### src/rtl/rs_pkg.sv
package rs_pkg;

    typedef enum logic [1:0] {
        ENT_FREE = 2'd0,
        ENT_WAIT = 2'd1,
        ENT_RDY  = 2'd2,
        ENT_HELD = 2'd3
    } rs_ent_e;

endpackage

### src/rtl/rs_snoop.sv
// Tag comparator across all forwarding buses; lowest bus wins on multiple hits.
module rs_snoop #(
    parameter int NBUS   = 2,
    parameter int TAG_W  = 5,
    parameter int DATA_W = 16
) (
    input  logic [TAG_W-1:0]       tag_i,
    input  logic [NBUS-1:0]        fwd_valid,
    input  logic [NBUS*TAG_W-1:0]  fwd_tag,
    input  logic [NBUS*DATA_W-1:0] fwd_data,
    output logic                   hit_o,
    output logic [DATA_W-1:0]      data_o
);

    always_comb begin
        hit_o  = 1'b0;
        data_o = '0;
        for (int b = NBUS - 1; b >= 0; b--) begin
            if (fwd_valid[b] && (fwd_tag[b*TAG_W +: TAG_W] == tag_i)) begin
                hit_o  = 1'b1;
                data_o = fwd_data[b*DATA_W +: DATA_W];
            end
        end
    end

endmodule

### src/rtl/rs_alloc.sv
// Free-entry priority encoder and stall generation.
module rs_alloc #(
    parameter int DEPTH = 4,
    localparam int IDX_W = (DEPTH > 1) ? $clog2(DEPTH) : 1
) (
    input  logic [DEPTH-1:0] busy_i,
    output logic [IDX_W-1:0] free_idx_o,
    output logic             full_o
);

    always_comb begin
        free_idx_o = '0;
        for (int i = DEPTH - 1; i >= 0; i--) begin
            if (!busy_i[i]) begin
                free_idx_o = IDX_W'(i);
            end
        end
    end

    assign full_o = &busy_i;

endmodule

### src/rtl/rs_select.sv
// Oldest-first select: smallest rank among eligible entries.
module rs_select #(
    parameter int DEPTH = 4,
    localparam int IDX_W  = (DEPTH > 1) ? $clog2(DEPTH) : 1,
    localparam int RANK_W = IDX_W
) (
    input  logic [DEPTH-1:0]        cand_i,
    input  logic [DEPTH*RANK_W-1:0] rank_i,
    input  logic                    en_i,
    output logic                    valid_o,
    output logic [IDX_W-1:0]        idx_o,
    output logic [DEPTH-1:0]        grant_o
);

    logic              found;
    logic [RANK_W-1:0] best;

    always_comb begin
        found = 1'b0;
        best  = '0;
        idx_o = '0;
        for (int i = 0; i < DEPTH; i++) begin
            if (cand_i[i] && (!found || (rank_i[i*RANK_W +: RANK_W] < best))) begin
                found = 1'b1;
                best  = rank_i[i*RANK_W +: RANK_W];
                idx_o = IDX_W'(i);
            end
        end
    end

    always_comb begin
        grant_o = '0;
        valid_o = found && en_i;
        if (found && en_i) begin
            grant_o[idx_o] = 1'b1;
        end
    end

endmodule

### src/rtl/rs_entry.sv
// One reservation entry: state machine, operand capture, age rank.
module rs_entry
    import rs_pkg::*;
#(
    parameter int NBUS   = 2,
    parameter int TAG_W  = 5,
    parameter int DATA_W = 16,
    parameter int OP_W   = 4,
    parameter int RANK_W = 2
) (
    input  logic                   clk,
    input  logic                   rst_n,
    input  logic                   flush,
    input  logic                   alloc_i,
    input  logic [OP_W-1:0]        d_op,
    input  logic                   d_exc,
    input  logic                   d_a_ok,
    input  logic [DATA_W-1:0]      d_a_val,
    input  logic [TAG_W-1:0]       d_a_tag,
    input  logic                   d_b_ok,
    input  logic [DATA_W-1:0]      d_b_val,
    input  logic [TAG_W-1:0]       d_b_tag,
    input  logic [TAG_W-1:0]       d_dst,
    input  logic [RANK_W-1:0]      d_rank,
    input  logic [NBUS-1:0]        fwd_valid,
    input  logic [NBUS*TAG_W-1:0]  fwd_tag,
    input  logic [NBUS*DATA_W-1:0] fwd_data,
    input  logic                   grant_i,
    input  logic                   fin_hit_i,
    input  logic                   rpl_hit_i,
    input  logic [RANK_W-1:0]      rank_dec_i,
    output logic                   busy_o,
    output logic                   held_o,
    output logic                   cand_o,
    output logic                   leave_o,
    output logic [DATA_W-1:0]      a_o,
    output logic [DATA_W-1:0]      b_o,
    output logic [OP_W-1:0]        op_o,
    output logic [TAG_W-1:0]       dst_o,
    output logic                   exc_o,
    output logic [RANK_W-1:0]      rank_o
);

    rs_ent_e           st_q, st_d;
    logic [OP_W-1:0]   op_q;
    logic [TAG_W-1:0]  dst_q;
    logic              exc_q;
    logic              a_v_q, b_v_q;
    logic [DATA_W-1:0] a_q, b_q;
    logic [TAG_W-1:0]  a_tag_q, b_tag_q;
    logic [RANK_W-1:0] rank_q;

    logic              a_hit, b_hit;
    logic [DATA_W-1:0] a_fwd, b_fwd;
    logic              a_ok, b_ok;
    logic              live;

    rs_snoop #(.NBUS(NBUS), .TAG_W(TAG_W), .DATA_W(DATA_W)) u_snoop_a (
        .tag_i(a_tag_q), .fwd_valid(fwd_valid), .fwd_tag(fwd_tag),
        .fwd_data(fwd_data), .hit_o(a_hit), .data_o(a_fwd)
    );

    rs_snoop #(.NBUS(NBUS), .TAG_W(TAG_W), .DATA_W(DATA_W)) u_snoop_b (
        .tag_i(b_tag_q), .fwd_valid(fwd_valid), .fwd_tag(fwd_tag),
        .fwd_data(fwd_data), .hit_o(b_hit), .data_o(b_fwd)
    );

    assign live = (st_q == ENT_WAIT) || (st_q == ENT_RDY);
    assign a_ok = a_v_q || a_hit;
    assign b_ok = b_v_q || b_hit;

    // Next-state decision
    always_comb begin
        st_d = st_q;
        if (flush) begin
            st_d = ENT_FREE;
        end else begin
            unique case (st_q)
                ENT_FREE: begin
                    if (alloc_i) begin
                        st_d = (d_a_ok && d_b_ok) ? ENT_RDY : ENT_WAIT;
                    end
                end
                ENT_WAIT, ENT_RDY: begin
                    if (grant_i) begin
                        st_d = exc_q ? ENT_HELD : ENT_FREE;
                    end else if (a_ok && b_ok) begin
                        st_d = ENT_RDY;
                    end else begin
                        st_d = ENT_WAIT;
                    end
                end
                ENT_HELD: begin
                    if (fin_hit_i) begin
                        st_d = ENT_FREE;
                    end else if (rpl_hit_i) begin
                        st_d = ENT_RDY;
                    end
                end
            endcase
        end
    end

    // State register
    always_ff @(posedge clk or negedge rst_n) begin
        if (!rst_n) begin
            st_q <= ENT_FREE;
        end else begin
            st_q <= st_d;
        end
    end

    // Payload, operand capture and rank
    always_ff @(posedge clk or negedge rst_n) begin
        if (!rst_n) begin
            op_q    <= '0;
            dst_q   <= '0;
            exc_q   <= 1'b0;
            a_v_q   <= 1'b0;
            b_v_q   <= 1'b0;
            a_q     <= '0;
            b_q     <= '0;
            a_tag_q <= '0;
            b_tag_q <= '0;
            rank_q  <= '0;
        end else if (alloc_i && (st_q == ENT_FREE)) begin
            op_q    <= d_op;
            dst_q   <= d_dst;
            exc_q   <= d_exc;
            a_v_q   <= d_a_ok;
            b_v_q   <= d_b_ok;
            a_q     <= d_a_val;
            b_q     <= d_b_val;
            a_tag_q <= d_a_tag;
            b_tag_q <= d_b_tag;
            rank_q  <= d_rank;
        end else begin
            if (live && !a_v_q && a_hit) begin
                a_v_q <= 1'b1;
                a_q   <= a_fwd;
            end
            if (live && !b_v_q && b_hit) begin
                b_v_q <= 1'b1;
                b_q   <= b_fwd;
            end
            if (st_q != ENT_FREE) begin
                rank_q <= rank_q - rank_dec_i;
            end
        end
    end

    // Outputs
    always_comb begin
        busy_o  = (st_q != ENT_FREE);
        held_o  = (st_q == ENT_HELD);
        cand_o  = live && a_ok && b_ok;
        leave_o = (grant_i && !exc_q) || (fin_hit_i && (st_q == ENT_HELD));
        a_o     = a_v_q ? a_q : a_fwd;
        b_o     = b_v_q ? b_q : b_fwd;
        op_o    = op_q;
        dst_o   = dst_q;
        exc_o   = exc_q;
        rank_o  = rank_q;
    end

endmodule

### src/rtl/rs_station.sv
module rs_station
    import rs_pkg::*;
#(
    parameter int DEPTH  = 4,
    parameter int NBUS   = 2,
    parameter int TAG_W  = 5,
    parameter int DATA_W = 16,
    parameter int OP_W   = 4,
    localparam int IDX_W = (DEPTH > 1) ? $clog2(DEPTH) : 1
) (
    input  logic                   clk,
    input  logic                   rst_n,
    input  logic                   flush,
    input  logic                   disp_valid,
    input  logic [OP_W-1:0]        disp_op,
    input  logic                   disp_may_exc,
    input  logic                   disp_a_ok,
    input  logic [DATA_W-1:0]      disp_a_val,
    input  logic [TAG_W-1:0]       disp_a_tag,
    input  logic                   disp_b_ok,
    input  logic [DATA_W-1:0]      disp_b_val,
    input  logic [TAG_W-1:0]       disp_b_tag,
    input  logic [TAG_W-1:0]       disp_dst,
    output logic                   disp_stall,
    input  logic [NBUS-1:0]        fwd_valid,
    input  logic [NBUS*TAG_W-1:0]  fwd_tag,
    input  logic [NBUS*DATA_W-1:0] fwd_data,
    output logic                   iss_valid,
    output logic [IDX_W-1:0]       iss_slot,
    output logic [OP_W-1:0]        iss_op,
    output logic [DATA_W-1:0]      iss_a,
    output logic [DATA_W-1:0]      iss_b,
    output logic [TAG_W-1:0]       iss_dst,
    output logic                   iss_held,
    input  logic                   fin_valid,
    input  logic [IDX_W-1:0]       fin_slot,
    input  logic                   rpl_valid,
    input  logic [IDX_W-1:0]       rpl_slot
);

    localparam int RANK_W = IDX_W;
    localparam int CNT_W  = $clog2(DEPTH + 1);

    logic [DEPTH-1:0]        busy_vec, held_vec, cand_vec, leave_vec, grant_vec, alloc_vec;
    logic [DATA_W-1:0]       a_arr   [DEPTH];
    logic [DATA_W-1:0]       b_arr   [DEPTH];
    logic [OP_W-1:0]         op_arr  [DEPTH];
    logic [TAG_W-1:0]        dst_arr [DEPTH];
    logic [DEPTH-1:0]        exc_vec;
    logic [RANK_W-1:0]       rank_arr [DEPTH];
    logic [RANK_W-1:0]       dec_arr  [DEPTH];
    logic [DEPTH*RANK_W-1:0] rank_flat;

    logic [IDX_W-1:0]  free_idx, sel_idx;
    logic              full, sel_valid, accept;
    logic              da_hit, db_hit;
    logic [DATA_W-1:0] da_fwd, db_fwd;
    logic              d_a_ok, d_b_ok;
    logic [DATA_W-1:0] d_a_val, d_b_val;
    logic [CNT_W-1:0]  keep_cnt;
    logic [RANK_W-1:0] new_rank;

    // Dispatch-time snoop so a result broadcast alongside dispatch is not lost
    rs_snoop #(.NBUS(NBUS), .TAG_W(TAG_W), .DATA_W(DATA_W)) u_dsnoop_a (
        .tag_i(disp_a_tag), .fwd_valid(fwd_valid), .fwd_tag(fwd_tag),
        .fwd_data(fwd_data), .hit_o(da_hit), .data_o(da_fwd)
    );

    rs_snoop #(.NBUS(NBUS), .TAG_W(TAG_W), .DATA_W(DATA_W)) u_dsnoop_b (
        .tag_i(disp_b_tag), .fwd_valid(fwd_valid), .fwd_tag(fwd_tag),
        .fwd_data(fwd_data), .hit_o(db_hit), .data_o(db_fwd)
    );

    assign d_a_ok  = disp_a_ok || da_hit;
    assign d_b_ok  = disp_b_ok || db_hit;
    assign d_a_val = disp_a_ok ? disp_a_val : da_fwd;
    assign d_b_val = disp_b_ok ? disp_b_val : db_fwd;

    rs_alloc #(.DEPTH(DEPTH)) u_alloc (
        .busy_i(busy_vec), .free_idx_o(free_idx), .full_o(full)
    );

    assign disp_stall = full;
    assign accept     = disp_valid && !full && !flush;

    // Age bookkeeping: younger entries close the gap left by freed ones
    always_comb begin
        keep_cnt = '0;
        for (int i = 0; i < DEPTH; i++) begin
            if (busy_vec[i] && !leave_vec[i]) begin
                keep_cnt = keep_cnt + CNT_W'(1);
            end
        end
        for (int i = 0; i < DEPTH; i++) begin
            dec_arr[i] = '0;
            for (int j = 0; j < DEPTH; j++) begin
                if (leave_vec[j] && (rank_arr[j] < rank_arr[i])) begin
                    dec_arr[i] = dec_arr[i] + RANK_W'(1);
                end
            end
        end
    end

    assign new_rank = RANK_W'(keep_cnt);

    for (genvar g = 0; g < DEPTH; g++) begin : g_ent
        assign alloc_vec[g] = accept && (free_idx == IDX_W'(g));
        assign rank_flat[g*RANK_W +: RANK_W] = rank_arr[g];

        rs_entry #(
            .NBUS(NBUS), .TAG_W(TAG_W), .DATA_W(DATA_W), .OP_W(OP_W), .RANK_W(RANK_W)
        ) u_ent (
            .clk        (clk),
            .rst_n      (rst_n),
            .flush      (flush),
            .alloc_i    (alloc_vec[g]),
            .d_op       (disp_op),
            .d_exc      (disp_may_exc),
            .d_a_ok     (d_a_ok),
            .d_a_val    (d_a_val),
            .d_a_tag    (disp_a_tag),
            .d_b_ok     (d_b_ok),
            .d_b_val    (d_b_val),
            .d_b_tag    (disp_b_tag),
            .d_dst      (disp_dst),
            .d_rank     (new_rank),
            .fwd_valid  (fwd_valid),
            .fwd_tag    (fwd_tag),
            .fwd_data   (fwd_data),
            .grant_i    (grant_vec[g]),
            .fin_hit_i  (fin_valid && (fin_slot == IDX_W'(g))),
            .rpl_hit_i  (rpl_valid && (rpl_slot == IDX_W'(g))),
            .rank_dec_i (dec_arr[g]),
            .busy_o     (busy_vec[g]),
            .held_o     (held_vec[g]),
            .cand_o     (cand_vec[g]),
            .leave_o    (leave_vec[g]),
            .a_o        (a_arr[g]),
            .b_o        (b_arr[g]),
            .op_o       (op_arr[g]),
            .dst_o      (dst_arr[g]),
            .exc_o      (exc_vec[g]),
            .rank_o     (rank_arr[g])
        );
    end

    rs_select #(.DEPTH(DEPTH)) u_select (
        .cand_i  (cand_vec),
        .rank_i  (rank_flat),
        .en_i    (!flush),
        .valid_o (sel_valid),
        .idx_o   (sel_idx),
        .grant_o (grant_vec)
    );

    always_comb begin
        iss_valid = sel_valid;
        iss_slot  = sel_idx;
        iss_op    = op_arr[sel_idx];
        iss_a     = a_arr[sel_idx];
        iss_b     = b_arr[sel_idx];
        iss_dst   = dst_arr[sel_idx];
        iss_held  = exc_vec[sel_idx];
    end

endmodule

### config.mk
export PLATFORM = sky130hd
export DESIGN_NAME = rs_station
export DESIGN_NICKNAME = d
export VERILOG_FILES = /design/src/rtl/rs_pkg.sv /design/src/rtl/rs_snoop.sv /design/src/rtl/rs_alloc.sv /design/src/rtl/rs_select.sv /design/src/rtl/rs_entry.sv /design/src/rtl/rs_station.sv
export SDC_FILE = /design/constraint.sdc
export NUM_CORES = 1
export LEC_CHECK = 0
export BUFFER_PORTS_ARGS = -buffer_cell sky130_fd_sc_hd__buf_2
export CAP_MARGIN = 20
export CORE_MARGIN = 3
export CORE_UTILIZATION = 42
export CTS_BUF_LIST = sky130_fd_sc_hd__clkbuf_8
export CTS_CLUSTER_SIZE = 20
export DETAILED_ROUTE_END_ITERATION = 8
export PLACE_DENSITY = 0.58
export SYNTH_ARGS = -nofsm -noshare
export SYNTH_HDL_FRONTEND = slang
export SYNTH_SLANG_ARGS = --single-unit
### constraint.sdc
create_clock -name clk -period 9.4 [get_ports clk]
set_input_delay 0.47 -clock clk [delete_from_list [all_inputs] [get_ports clk]]
set_output_delay 0.47 -clock clk [all_outputs]
set_load 0.02 [all_outputs]
**Word-level counts from Yosys, hierarchy flattened**

Index checks and enable logic that the tools add are counted.

- Bits in registers: 232
- Logic and storage cells: 483
- Output and inout bits: 46

- Muxes and demuxes: 174
- $add $sub $neg: 19
- Bitwise gates (word level): 1
- Reductions and logical operators: 174
- Magnitude comparators: 22
- Equality and inequality tests: 49

Operators with widths:

| operator | number |
|---|---|
| two-way mux 16 bit | 50 |
| two-way mux 2 bit | 61 |
| equality test 5 bit | 20 |
| logical AND 1 bit | 100 |
| binary-select mux 16 bit (select 2 bit) | 2 |
| two-way mux 1 bit | 48 |
| < comparator 2 bit | 19 |
| nonzero test 2 bit | 16 |
| adder 2 x 1 -> 2 bit, second input constant | 14 |
| equality test 2 bit, second input constant | 14 |
| case mux 2 bit (3 select lines) | 4 |
| zero test 1 bit | 21 |
| logical OR 1 bit | 21 |
| != test 4 x 2 -> 1 bit, second input constant | 4 |
| equality test 2 x 1 -> 1 bit, second input constant | 7 |
| zero test 2 bit | 7 |
| two-way mux 4 bit | 3 |
| != test 3 x 2 -> 1 bit, second input constant | 4 |
| binary-select mux 5 bit (select 2 bit) | 1 |
| two-way mux 5 bit | 2 |
| binary-select mux 4 bit (select 2 bit) | 1 |
| AND reduction 2 bit | 4 |
| OR reduction 2 bit | 4 |
| subtractor 2 bit | 4 |
| other kinds (8) | 8 |

**Logic depth before layout (Yosys ltp)**

Gate-level depths: netlist of the first run.

- Depth in word-level cells: 38
- Gate-level depth with buffers: 40

**Hierarchy**

From an unflattened synthesis of the first run, not the netlist that was laid out.

- Cell total of the unflattened synthesis: 1996
- Area, all modules: 19876.6 µm²

Modules (own cells, without submodules):

| module | area an instance (µm²) | cells an instance | sequential area each (µm²) | times used |
|---|---|---|---|---|
| rs_entry | 3014.1 | 263 | 1451.4 | 4 |
| rs_snoop | 523.0 | 69 | 0.0 | 10 |
| rs_station | 2227.1 | 204 | 0.0 | 1 |
| rs_select | 332.8 | 44 | 0.0 | 1 |
| rs_alloc | 30.0 | 6 | 0.0 | 1 |

**Worst setup path before layout of the first run**

OpenSTA, ideal clock, no wires.

- Kind: input -> register
- Start point: input port fwd_tag[1]
- End point: register g_ent[3].u_ent.rank_q[1]
- Slack: 1616 ps
- Buffers on the path: 5
- Required time: 9268 ps
- Arrival: 7652 ps
- Cell stages on the path: 38
- Cell sequence: buf_4 -> xor2_1 -> nor4_1 -> a221o_1 -> and3_1 -> nand2_1 -> ha_1 -> a21oi_1 -> o21a_1 -> clkbuf_1 -> clkbuf_1 -> nor2_1 -> a21oi_1 -> ha_1 -> or2_2 -> o21ai_0 -> nand2_1 -> buf_2 -> (+2 left out) -> ha_1 -> or2_2 -> or2_2 -> a311oi_1 -> or4_4 -> nand2_1 -> o211ai_1 -> nor3_1 -> a21o_1 -> and2_1 -> ha_1 -> xor2_1 -> ha_1 -> and3b_1 -> o221ai_1 -> a21o_1 -> a21oi_1 -> o21bai_1

- Word-level cells in the longest chain between the ends: 37

Ends and longest elaborated chain:

| item | RTL line | text |
|---|---|---|
| start: declaration | rs_station.sv:26 | `input logic [NBUS*TAG_W-1:0] fwd_tag,` |
| equality test 5 bit | rs_snoop.sv:19 | `if (fwd_valid[b] && (fwd_tag[b*TAG_W +: TAG_W] == tag_i)) begin` |
| logical AND 1 bit | rs_snoop.sv:19 |  |
| two-way mux 1 bit | rs_snoop.sv:19 |  |
| logical OR 1 bit | rs_entry.sv:69 | `assign a_ok = a_v_q \|\| a_hit;` |
| logical AND 1 bit (2 in a row) | rs_entry.sv:156 | `cand_o = live && a_ok && b_ok;` |
| two-way mux 2 bit / two-way mux 1 bit (equally long branches) | rs_select.sv:23 | `if (cand_i[i] && (!found \|\| (rank_i[i*RANK_W +: RANK_W] < best))) begin` |
| < comparator 2 bit / zero test 1 bit (equally long branches) | rs_select.sv:23 |  |
| logical OR 1 bit | rs_select.sv:23 |  |
| (+20 left out) | - |  |
| two-way mux 2 bit | rs_station.sv:97 | `if (leave_vec[j] && (rank_arr[j] < rank_arr[i])) begin` |
| adder 2 x 1 -> 2 bit | rs_station.sv:98 | `dec_arr[i] = dec_arr[i] + RANK_W'(1);` |
| two-way mux 2 bit | rs_station.sv:97 |  |
| adder 2 x 1 -> 2 bit | rs_station.sv:98 |  |
| two-way mux 2 bit | rs_station.sv:97 |  |
| subtractor 2 bit | rs_entry.sv:147 | `rank_q <= rank_q - rank_dec_i;` |
| two-way mux 2 bit | rs_entry.sv:146 | `if (st_q != ENT_FREE) begin` |
| two-way mux 2 bit * | rs_entry.sv:126 | `end else if (alloc_i && (st_q == ENT_FREE)) begin` |
| end signal: assignment | rs_entry.sv:136 | `rank_q <= d_rank;` |
| end signal: assignment | rs_entry.sv:147 |  |
| end: declaration | rs_entry.sv:51 | `logic [RANK_W-1:0] rank_q;` |

Mark *: on every way between the ends. The rest lies on a longest branch, timed or not. The select of a mux whose other input is x is not followed.
A chain may end at the register's enable or synchronous reset.

**Final worst setup path of the first run**

- Start point: register g_ent[0].u_ent.b_v_q
- End point: output port iss_b[1]

- Word-level cells in the longest chain between the ends: 19

Ends and longest elaborated chain:

| item | RTL line | text |
|---|---|---|
| start: declaration | rs_entry.sv:48 | `logic a_v_q, b_v_q;` |
| start signal: assignment | rs_entry.sv:131 | `b_v_q <= d_b_ok;` |
| logical OR 1 bit | rs_entry.sv:70 | `assign b_ok = b_v_q \|\| b_hit;` |
| logical AND 1 bit | rs_entry.sv:156 |  |
| two-way mux 2 bit / two-way mux 1 bit (equally long branches) | rs_select.sv:23 |  |
| < comparator 2 bit / zero test 1 bit (equally long branches) | rs_select.sv:23 |  |
| logical OR 1 bit | rs_select.sv:23 |  |
| logical AND 1 bit | rs_select.sv:23 |  |
| two-way mux 2 bit / two-way mux 1 bit (equally long branches) | rs_select.sv:23 |  |
| < comparator 2 bit / zero test 1 bit (equally long branches) | rs_select.sv:23 |  |
| (+2 left out) | - |  |
| two-way mux 2 bit / two-way mux 1 bit (equally long branches) | rs_select.sv:23 |  |
| < comparator 2 bit / zero test 1 bit (equally long branches) | rs_select.sv:23 |  |
| logical OR 1 bit | rs_select.sv:23 |  |
| logical AND 1 bit | rs_select.sv:23 |  |
| two-way mux 2 bit | rs_select.sv:23 |  |
| NOT 2 -> 3 bit (not written as such) | rs_station.sv:161 | `iss_b = b_arr[sel_idx];` |
| binary-select mux 16 bit (select 2 bit) * | rs_station.sv:161 |  |
| two-way mux 16 bit (not written as such) * (2 in a row) | rs_station.sv:161 |  |
| end: declaration | rs_station.sv:32 | `output logic [DATA_W-1:0] iss_b,` |

Marked as above.

==> results of run 1 <==
## cells in the final DEF (no fill, tap or decap), types with 12 or more instances in the layout
cell type	netlist	layout
a21oi_1	105	104
a221o_1	12	12
a22oi_1	83	83
and3_1	12	12
buf_2	8	152
buf_4	7	33
clkbuf_8	0	54
dfrtp_1	232	232
ha_1	38	38
inv_1	48	64
mux2_2	31	31
mux2i_1	157	157
nand2_1	417	415
nand3_1	51	48
nor2_1	118	108
nor3_1	32	29
nor4_1	13	12
o211ai_1	113	113
o21ai_0	230	230
xnor2_1	56	56
xor2_1	52	52
## registers in the layout, indices dropped and copies added (netlist names)
register / flops
g_ent.u_ent.b_v_q: 4
g_ent.u_ent.st_q: 8
g_ent.u_ent.a_q: 64
g_ent.u_ent.op_o: 16
g_ent.u_ent.dst_o: 20
g_ent.u_ent.b_tag_q: 20
g_ent.u_ent.exc_o: 4
g_ent.u_ent.a_v_q: 4
g_ent.u_ent.a_tag_q: 20
g_ent.u_ent.rank_o: 8
g_ent.u_ent.b_q: 64
## metal layers
metal,vias to the layer above,routed length (microns)
met2,766,28800
met4,0,2160
met3,148,5310
met1,8152,27900
met5,-,0
li1,7609,-
## tightest hold or removal path, stage by stage
cell	delay [ps]
buf_2	120
nand2_1	50
nand2_1	50
## final cells by class
| type | count | area share (%) |
|---|---|---|
| inverters | 48 | 0.950 |
| diodes | 1 | 0.0132 |
| multi-input cells | 1653 | 54.7 |
| clock buffers | 54 | 3.92 |
| clock inverters | 23 | 0.666 |
| well taps | 525 | 3.46 |
| flip-flops and latches | 232 | 30.6 |
| repair buffers | 189 | 5.70 |
## report_power, final
group          internal (mW)  total, mW  switching, mW
clock                  0.545       1.02          0.476
sequential              1.40       1.78          0.385
combinational          0.870       2.35           1.48
total                   2.82       5.15           2.34
## kinds of logic after synthesis
logic type | Yosys count
muxes | 188
AOI/OAI and AO/OA | 614
adders and majority gates | 38
and+or+nand+nor | 704
xor gates and xnor gates | 109
buffers and inverters | 254
DFF | 232
## worst min-delay path by stage
| stage | from | slack [ps] | end | depth (start not counted) |
|---|---|---|---|---|
| final | disp_op[2] | 120 | g_ent[0].u_ent.op_o[2] | 3 |
| after detailed placement | g_ent[1].u_ent.op_o[3] | 460 | g_ent[1].u_ent.op_o[3] | 2 |
| after floorplan | rst_n | 170 | g_ent[0].u_ent.a_q[0] | 0 |
| after global placement | g_ent[2].u_ent.dst_o[2] | 460 | g_ent[2].u_ent.dst_o[2] | 2 |
| after CTS | disp_op[1] | 70 | g_ent[3].u_ent.op_o[1] | 3 |
| after global routing | disp_op[2] | 90 | g_ent[0].u_ent.op_o[2] | 3 |
## metrics by stage
step	setup slack (ps)	std cells
4_1_cts	1410	2723
5_1_grt	1010	2725
6_report	1200	2725
3_5_place_dp	1530	2645
2_1_floorplan	1620	2139
3_3_place_gp	1800	2645
## timing repair
action                                  4_1_cts  5_1_grt
hold buffers                                  1        0
endpoints found under the setup margin        0        0
endpoints found under the hold margin        81        0
==> impl_metrics.ini, run 1 <==
[critical_path]
rrSetupSlack_ps = 1510
worstSetupPathDepth = 25
crit_start = g_ent[0].u_ent.b_v_q
start_kind = flip-flop
r2r_cells = 32
crit_slowest_cell = dfrtp_1
rr_endpoint = g_ent[3].u_ent.rank_o[1]
crit_family = simple AND/OR/NAND/NOR gates
reg2reg_from = g_ent[0].u_ent.b_v_q
cp.required_ps = 8930
cp-endpoint = iss_b[1]
critical_path_class = flip-flop to output port
cp_max_fo = 18
max_stage_delay_ps = 960
crit_arrival_ps = 7730
path_buf_inv = 3
worstSetupEndpointType = output port

[logic_synthesis]
ys_types = 69
synth_common_cells = nand2_1, dfrtp_1, o21ai_0
synth_fp_nets = 2285
synth-adder-area-share_pct = 2.78
ys_seq_area_share_pct = 34.0
syn_avg_cell_area_sq_um = 7.98
synth-simple-area-share_pct = 17.6
syn_inst = 2139
yosys_warnings = 0
synthFlopType = dfrtp_1
synth-compound-area-share_pct = 22.8
yosys.area.top_type = dfrtp_1
synthMuxAreaShare_pct = 11.2
synthesis.area_sq_um = 17100
ys_seq_elements = 232
post-synth-top-count-cell = nand2_1
synth_top_family_by_area = compound AO/OA/AOI/OAI gates
synth.area.top_cells = dfrtp_1, mux2i_1, nand2_1
postSynth.asyncResetShare_pct = 100
yosys.area_share.xor_xnor_pct = 5.63
yosysTopAreaCellShare_pct = 34.0
synth_edf_count = 0

[timing]
timing.hold.ws_ps = 119
final-setup-viol-count = 0
finClkSkew_ps = 34.6
fin_tns_setup_ps = 0
tightest_slew_ps = 1140
final-hold-violation-count = 0
max_freq_mhz = 122
finalCritPeriodShare_pct = 87.3
relSlewSlack_pct = 23.8
final_max_slew_viol_count = 0
min_period_ps = 8200
rsz0062_at_grt = no

[clock_network]
clock-sinks = 232
postCtsSetupRepairBufs = 0
cts_root_buffer = clkbuf_8
cts_tree = built
cts_buffers = 44
clk_pin_slew_ps = 60
cts-resized-gates = 0
cts.path.max_buffers = 3
clock_latency_ps = 620
htreeDepth = 2

[grt]
grt_max_degree = 152
grt_pass1_wl_microns = 98600
grt_usage_pct = 28.8
grt_overflow = 0
grt_util_met2_pct = 45.0
met1_usage_pct = 39.6
antenna_found_initial = 1
busiest_layer = met2
grt_pass1_vias = 16501
grtUsageMet3_pct = 5.91

[die]
start_util_pct = 42.8
fp.dieW_microns = 208
core_area_sq_um = 39900
die_area_sq_um = 43100
num_rows = 73
io-pin-count = 154
die_h_microns = 208

[drt]
vias_per_cell = 6.12
dr.pass1.iters = 8
route.detailed.drc = 0
antenna_left = 0
wirelength_microns = 64100
wl_per_cell_microns = 23.5
drtIter0Drc = 1450
vias = 16675

[layout]
final_area_sq_um = 19000
register_area_sq_um = 5810
final_util_pct = 47.5
final.fill_count = 3928
fin_nets = 2314
drive_gt1_share_pct = 15.0
syn_to_final_growth_pct = 11.1
multiInputGateArea_sq_um = 10400

[run]
max-cap-violations = 0

[placement]
dp_hpwl_microns = 40200
dpl_cell_area_sq_um = 18100
portBuffers = 153
gp_congestion = 0.858

[outcome]
outcome = finished clean

[hold_path]
hp-class = input pin to flip-flop

[power]
power_mw = 5.15
ir_worst_vdd_mv = 0.134
p_leak_nw = 7.95
power.density_nw_per_um2 = 272
Note: power is estimated with default switching activity, not from simulation.
==> inputs of run 2 (changes only) <==
Settings changed: CORE_MARGIN 3 to 2.
==> run 2 against run 1 <==
Compared with the run above: clock skew is 6.7 ps lower; sequential power barely moved; largest cell class unchanged; final cell count is 0.26% higher; routed wire length rose by 0.60%; sequential share of layout area about the same; register-to-register slack got worse by 20 ps; clock power about the same; first-iteration DRC count fell by 9.7%; maximum frequency shrank 0.80%; die area is 1.9% lower; cell area about the same; total power grew 0.17%.
==> impl_metrics.ini, run 2 (same netlist as run 1, synthesis figures left out) <==
[critical_path]
cp_max_fo = 57
critical_path_class = flip-flop to output port
rrSetupSlack_ps = 1490
crit_arrival_ps = 7800
worstSetupEndpointType = output port
reg2reg_from = g_ent[0].u_ent.b_tag_q[4]
rr_endpoint = g_ent[3].u_ent.rank_o[1]
r2r_cells = 33
cp.required_ps = 8930
start_kind = flip-flop

[run]
max-cap-violations = 0

[layout]
layout_common_cells = nand2_1, dfrtp_1, o21ai_0
fin_nets = 2319
final_common_cell = nand2_1
top_regs = g_ent.u_ent.a_q x64, g_ent.u_ent.b_q x64
syn_to_final_growth_pct = 11.1
final_util_pct = 47.5
final.fill_count = 3918
drive_gt1_share_pct = 15.0

[timing]
rsz0062_at_grt = no
min_period_ps = 8270
final-setup-viol-count = 0
max_freq_mhz = 121
fin_tns_setup_ps = 0
final-hold-violation-count = 0
tightest_slew_ps = 1200
finClkSkew_ps = 27.9
final_max_slew_viol_count = 0
finalCritPeriodShare_pct = 88.0
relSlewSlack_pct = 19.7

[clock_network]
cts_buffers = 47
cts_tree = built
clock-sinks = 232
htreeDepth = 2
cts-resized-gates = 0
cts_root_buffer = clkbuf_8
clk_pin_slew_ps = 70
cts.path.max_buffers = 3
clock_latency_ps = 640

[die]
io-pin-count = 154
die_h_microns = 206
num_rows = 73
fp.dieW_microns = 206
die_area_sq_um = 42300
core_area_sq_um = 39900
start_util_pct = 42.8

[power]
p_leak_nw = 7.96
power.density_nw_per_um2 = 272
ir_worst_vdd_mv = 0.157

[grt]
antenna_found_initial = 4
grt_overflow = 0
grt_pass1_wl_microns = 98900
grt_usage_pct = 30.7
grt_max_degree = 115
grt_pass1_vias = 16320

[drt]
vias = 16706
vias_per_cell = 6.11
wl_per_cell_microns = 23.6
drtIter0Drc = 1309
antenna_left = 0
wirelength_microns = 64500
dr.pass1.iters = 5
route.detailed.drc = 0

[hold_path]
min_to = g_ent[0].u_ent.dst_o[3]
hp-class = input pin to flip-flop
hold_depth = 3
min_from = disp_dst[3]

[placement]
dp_hpwl_microns = 40800
portBuffers = 153
gp_congestion = 0.858

[outcome]
outcome = finished clean
-- run 2: cell types whose count changed in the layout (fill, tap and decap cells not counted), moves of 2 or more --
cell / previous run / this run
nor2_2: 8 / 10
clkbuf_8: 54 / 52
buf_4: 33 / 36
inv_1: 64 / 68
diode_2: 1 / 4
-- run 2: how the worst max path moves through the flow --
| stage | startpoint | to | slack, ps | depth (start not counted) |
|---|---|---|---|---|
| CTS | g_ent[0].u_ent.b_tag_q[4] | iss_b[1] | 1200 | 27 |
| global route | g_ent[0].u_ent.b_tag_q[0] | iss_a[10] | 600 | 27 |
| finish | g_ent[0].u_ent.b_tag_q[4] | iss_a[15] | 1130 | 27 |
| floorplan | fwd_tag[1] | g_ent[3].u_ent.rank_o[1] | 1620 | 38 |
| detailed placement | fwd_tag[0] | g_ent[3].u_ent.rank_o[1] | 1310 | 35 |
| global placement | fwd_tag[3] | g_ent[3].u_ent.rank_o[1] | 1500 | 34 |
-- run 2: power breakdown --
group	leakage (nW)	internal (mW)	total, mW	switching (mW)
sequential	3.00	1.40	1.76	0.359
clock	0.518	0.531	1.01	0.484
combinational	4.44	0.871	2.38	1.51
-- run 2: through the flow --
stage	power (mW)	setup slack, ps	instance area (sq um)	std cells	hold slack, ps
floorplan	3.31	1620	17100	2139	174
global placement	4.06	1500	18100	2648	457
detailed placement	4.11	1310	18100	2648	462
CTS	5.15	1200	19000	2728	52.5
global route	5.51	602	19000	2732	73.8
finish	5.16	1130	19000	2732	89.9
-- run 2: per-layer routing --
metal  wire length (microns)  track usage, %
met5                       0               0
met2                   28300            46.8
met3                    5180            5.96
met1                   28500            42.3
met4                    2520            13.1
-- run 2: final cells by class --
cell class / instances / area, sq um / share of cell area, %
multi-input combinational: 1653 / 10400 / 54.7
sequential: 232 / 5810 / 30.6
timing repair buffer: 191 / 1080 / 5.67
clock buffer: 52 / 716 / 3.77
tap: 525 / 657 / 3.46
inverter: 48 / 180 / 0.950
clock inverter: 27 / 153 / 0.805
antenna: 4 / 10.0 / 0.0528
-- run 2: worst max-delay path: stages, from the launching register on --
cell      delay [ps]
dfrtp_1          430
xnor2_1          170
nand4_1          150
o221ai_1         440
and3_1           260
nand2_1           80
ha_1             330
a21oi_1          140
o21a_2           430
nor2_1           100
a21oi_1          210
ha_1             280
or2_2            330
o21ai_0          140
nand2_2           90
mux2_2           290
ha_1             230
or2_2            300
or2_2            280
a311oi_1         300
or4_4            210
nand2_1          170
nor2_4           710
buf_12           340
o211ai_1         130
o21ai_0          120
o21ai_0          190
buf_2            260
-- run 2: what timing repair did --
action                                 CTS  global route
hold buffers                             1             0
buffers inserted                         0             0
endpoints found under the hold margin   90             0
